`config.mk`:
```
export PLATFORM = sky130hd
export DESIGN_NAME = mthr_trigger
export DESIGN_NICKNAME = d
export VERILOG_FILES = /design/src/rtl/mthr_trigger.sv
export SDC_FILE = /design/constraint.sdc
export NUM_CORES = 1
export LEC_CHECK = 0
export ABC_AREA = 1
export BUFFER_PORTS_ARGS = -buffer_cell sky130_fd_sc_hd__clkbuf_2
export CORE_ASPECT_RATIO = 0.5
export CORE_MARGIN = 2
export CORE_UTILIZATION = 53
export CTS_CLUSTER_SIZE = 24
export DETAILED_ROUTE_END_ITERATION = 10
export PLACE_DENSITY_LB_ADDON = 0.25
export SLEW_MARGIN = 20
export SYNTH_ARGS = -nofsm -noshare
export SYNTH_HDL_FRONTEND = slang
export SYNTH_SLANG_ARGS = --single-unit
export TNS_END_PERCENT = 5
```
`constraint.sdc`:
```
create_clock -name clk -period 6.93 [get_ports clk]
set_clock_uncertainty 0.2 [all_clocks]
set_input_delay 0.3465 -clock clk [delete_from_list [all_inputs] [get_ports clk]]
set_output_delay 0.3465 -clock clk [all_outputs]
set_load 0.02 [all_outputs]
```
`src/rtl/mthr_trigger.sv`:
```
module mthr_trigger #(
  parameter int NCH = 8,
  parameter int SW  = 14,
  parameter int TW  = 16,
  localparam int CW = $clog2(NCH + 1)
) (
  input  logic                  clk,
  input  logic                  rst_n,
  input  logic [NCH*SW-1:0]     samples,
  input  logic signed [SW-1:0]  level,
  input  logic                  neg_pol,
  input  logic [CW-1:0]         mult_min,
  input  logic                  ext_in,
  input  logic                  sw_trig,
  input  logic                  arm,
  input  logic                  auto_mode,
  input  logic [TW-1:0]         auto_timeout,
  output logic                  trig_pulse,
  output logic [NCH-1:0]        hit_mask
);

  logic [NCH-1:0] over, over_q, fire;
  logic [CW-1:0]  nfire;
  logic [2:0]     ext_q;
  logic [TW-1:0]  timer;
  logic           armed, mult_hit, ext_rise, force_t, take;

  for (genvar i = 0; i < NCH; i++) begin : g_ch
    logic signed [SW-1:0] sval;
    assign sval    = {~samples[i*SW+SW-1], samples[i*SW +: SW-1]};
    assign over[i] = neg_pol ? (sval < level) : (sval > level);
  end

  assign fire = over & ~over_q;

  always_comb begin
    nfire = '0;
    for (int i = 0; i < NCH; i++) nfire = nfire + CW'(fire[i]);
  end

  assign mult_hit = (nfire != '0) && (nfire >= mult_min);
  assign ext_rise = ext_q[1] & ~ext_q[2];
  assign force_t  = auto_mode && (timer == auto_timeout);
  assign take     = armed && (mult_hit || ext_rise || sw_trig || force_t);

  always_ff @(posedge clk) begin
    if (!rst_n) begin
      over_q     <= '0;
      ext_q      <= '0;
      timer      <= '0;
      armed      <= 1'b0;
      trig_pulse <= 1'b0;
      hit_mask   <= '0;
    end else begin
      over_q     <= over;
      ext_q      <= {ext_q[1:0], ext_in};
      trig_pulse <= take;
      if (take) hit_mask <= over;
      armed <= take ? 1'b0 : (arm ? 1'b1 : armed);
      timer <= (armed && auto_mode && !take) ? timer + TW'(1) : '0;
    end
  end

endmodule


```
==> impl_metrics.yaml <==
clocking:
  clock_tree.root_cell: "clkbuf_16"
  cts-resized-gates: 0
  clk_pin_slew_worst_paths_ns: 0.06
  htreeDepth: 2
  cts_setup_buffers: 0
  cts_hold_buffers: 0
  cts_made_buffers: 5
  clkLatencyLatePin_ns: 0.28
  cts_tree: "built"
  clock_sinks: 37
  clockBufferDepth: 2
synth:
  syn-num-nets: 1066
  ys.flop_type: "dfxtp_1"
  synth_area_mm2: 0.00507
  ys_seq_area_share_pct: 14.6
  async_reset_ff_share_pct: 0
  synth.distinct_cells: 31
  syn_inst: 789
  synth_edf_count: 0
  yosysWarnings: 0
  synth.avg_cell_area_um2: 6.43
  ys_seq_elements: 37
timing:
  tightest_slew_ns: 0.848
  maxClockFrequency_mhz: 167
  rsz0062_at_grt: "false"
  setup_slack_ns: 0.933
  fin_tns_setup_ns: 0
  period_share_pct: 86.5
  hold_viol: 0
  setup_viol: 0
  slew_headroom_pct: 43.4
  drv_slew: 0
  period_needed_ns: 6.00
setup_path:
  end_kind: "flip-flop"
  startpoint_type: "primary input"
  critical_path_class: "primary input to flip-flop"
  arrival_ns: 5.99
  path_max_fanout: 16
  r2r-end: "timer[12]$_SDFF_PN0_"
  cp.required_ns: 6.92
  worstReg2RegStart: "over_q[1]$_SDFF_PN0_"
  reg2regPathDepth: 17
  rrSetupSlack_ns: 2.18
die:
  dieArea_mm2: 0.0104
  ioPinCount: 162
  die_x_um: 142
  start_util_pct: 54.0
  rows: 25
  dieHeight_um: 73.2
  core_area_mm2: 0.00938
routing:
  dr.first_iter.drc_count: 242
  vias: 5368
  vias_per_cell: 5.00
  drt_first_pass_iters: 5
  postRouteAntennaNets: 0
  wl_um: 13200
  avgRoutedWirePerCell_um: 12.3
  drc: 0
worst_hold_path:
  min_path_type: "primary input to flip-flop"
  hp-start: "ext_in"
  hold_path_end: "ext_q[0]$_SDFF_PN0_"
  min_path_cells: 3
finish:
  final_area_mm2: 0.00618
  layout.cells.non_filler: 1074
  finalNetCount: 1229
  antenna-diode-count: 0
  drive_above_1_share_pct: 19.8
  syn_to_final_growth_pct: 21.8
place:
  dp_hpwl_um: 10900
  dpl_cell_area_mm2: 0.00600
  gp_congestion: 0.935
  dpl_worst_slack_ns: 0.705
  io_buffers: 161
  placed_cells: 1066
pwr:
  clockPowerShare_pct: 27.3
  p_leak_nw: 3.74
  p_comb_share_pct: 48.3
  internal_power_uw: 610
  p_per_area_mw_per_mm2: 159
  p_sw_uw: 370
  sw_frac_of_total_pct: 37.8
  max-vdd-ir-drop_v: 0.0000949
  total_power_uw: 980
  pwr-share-seq_pct: 24.5
global_route:
  overflow: 0
  grt_pass1_vias: 4986
  grt_max_degree: 25
  grt_antenna_before_repair: 0
  grt_util_all_layers_pct: 25.9
  grt_pass1_wl_um: 21600
flow_run:
  maxCapViolCount: 0
outcome:
  status: "finished clean"
power by group through the flow:
stage | Combinational [mW] | Clock, mW | Sequential [mW]
after global routing | 0.547 | 0.281 | 0.241
after detailed placement | 0.470 | 0 | 0.244
final | 0.473 | 0.267 | 0.239
after CTS | 0.476 | 0.269 | 0.240
after floorplan | 0.320 | 0 | 0.255
after global placement | 0.453 | 0 | 0.243
worst max path at each step:
stage              start                   end  slack [ns]  depth (start not counted)
3_5_place_dp   level[13]   timer[3]$_SDFF_PN0_        0.71                         29
5_1_grt        level[13]  timer[12]$_SDFF_PN0_        0.50                         29
3_3_place_gp   level[13]  timer[13]$_SDFF_PN0_        0.83                         29
4_1_cts        level[13]   timer[8]$_SDFF_PN0_        0.97                         29
2_1_floorplan  level[13]  timer[10]$_SDFF_PN0_        1.46                         29
6_report       level[13]  timer[12]$_SDFF_PN0_        0.93                         26
cells by family after synthesis:
family	count (synthesis)	synth area share [%]
flops	37	14.6
fa+ha+maj	124	31.2
simple gates	400	33.6
buf+inv	155	11.6
xor+xnor	18	3.11
compound gates	55	5.82
worst max-delay path: stages:
cell and delay, ns:
clkbuf_2 0.08, inv_1 0.30, ha_1 0.37, a21oi_1 0.16, o21ai_0 0.10, nor2_1 0.18, nand3_1 0.13, nand3_1 0.10
nand2_1 0.10, or2_1 0.24, fa_1 0.51, fa_1 0.54, inv_1 0.05, fa_1 0.47, ha_1 0.23, fa_1 0.40
xnor2_1 0.20, inv_1 0.07, ha_1 0.28, nand2_1 0.06, inv_1 0.04, nand3_1 0.06, nand3_1 0.07, a21oi_1 0.20
nand4_2 0.41, nor3_1 0.28
layout make-up:
| cell class | count | area, um2 |
|---|---|---|
| timing repair buffer | 161 | 806 |
| clock inverter | 2 | 37.5 |
| multi-input combinational | 597 | 3740 |
| fill | 879 | 3210 |
| clock buffer | 6 | 139 |
| tap | 121 | 151 |
| sequential | 37 | 741 |
| inverter | 150 | 564 |
placed cells by master (no fill, tap or decap), drive strengths merged:
cell type  instances
a21boi             1
a21oi             36
and2               1
bufinv             1
clkbuf           167
clkinv             1
clkinvlp           1
dfxtp             37
fa                 4
ha               120
inv              149
nand2            249
nand3             63
nand3b             5
nand4              6
nor2              50
nor3              21
o211a              1
o21ai             12
o21bai             5
or2                5
xnor2              7
xor2              11
per-stage QoR:
stage	util [%]	hold slack [ns]
detailed placement	63.9	0.207
floorplan	-	0.190
finish	65.8	0.0524
CTS	65.8	0.0509
global placement	63.9	0.206
global route	65.8	0.0564
routing by layer:
layer	GRT usage (%)	part of all wire, %	vias up	wire length (um)
li1	-	-	2830	-
met1	32.4	45	2351	5900
met2	46.1	46	163	6120
met3	4.92	7.1	24	940
met4	7.26	1.8	0	238
met5	0	0	-	0
cell usage after synthesis, drive strengths merged, types with 2 or more instances:
| master | instances | area, um2 |
|---|---|---|
| inv | 149 | 559 |
| fa | 4 | 80.1 |
| buf | 2 | 15.0 |
| dfxtp | 37 | 741 |
| nand3 | 63 | 330 |
| nor2 | 50 | 198 |
| o21ai | 12 | 60.1 |
| o21bai | 5 | 37.5 |
| a21oi | 36 | 180 |
| nor3 | 21 | 115 |
| nand3b | 5 | 37.5 |
| xnor2 | 7 | 61.3 |
| xor2 | 11 | 96.3 |
| clkbuf | 3 | 11.3 |
| nand2 | 249 | 942 |
| ha | 120 | 1500 |
| nand4 | 6 | 43.8 |
| or2 | 5 | 31.3 |
registers in the layout, indices dropped and copies added, names as in the netlist:
register	cells
armed	1
ext_q	3
over_q	8
hit_mask	8
trig_pulse	1
timer	16
Power figures use the tool's default switching activity.
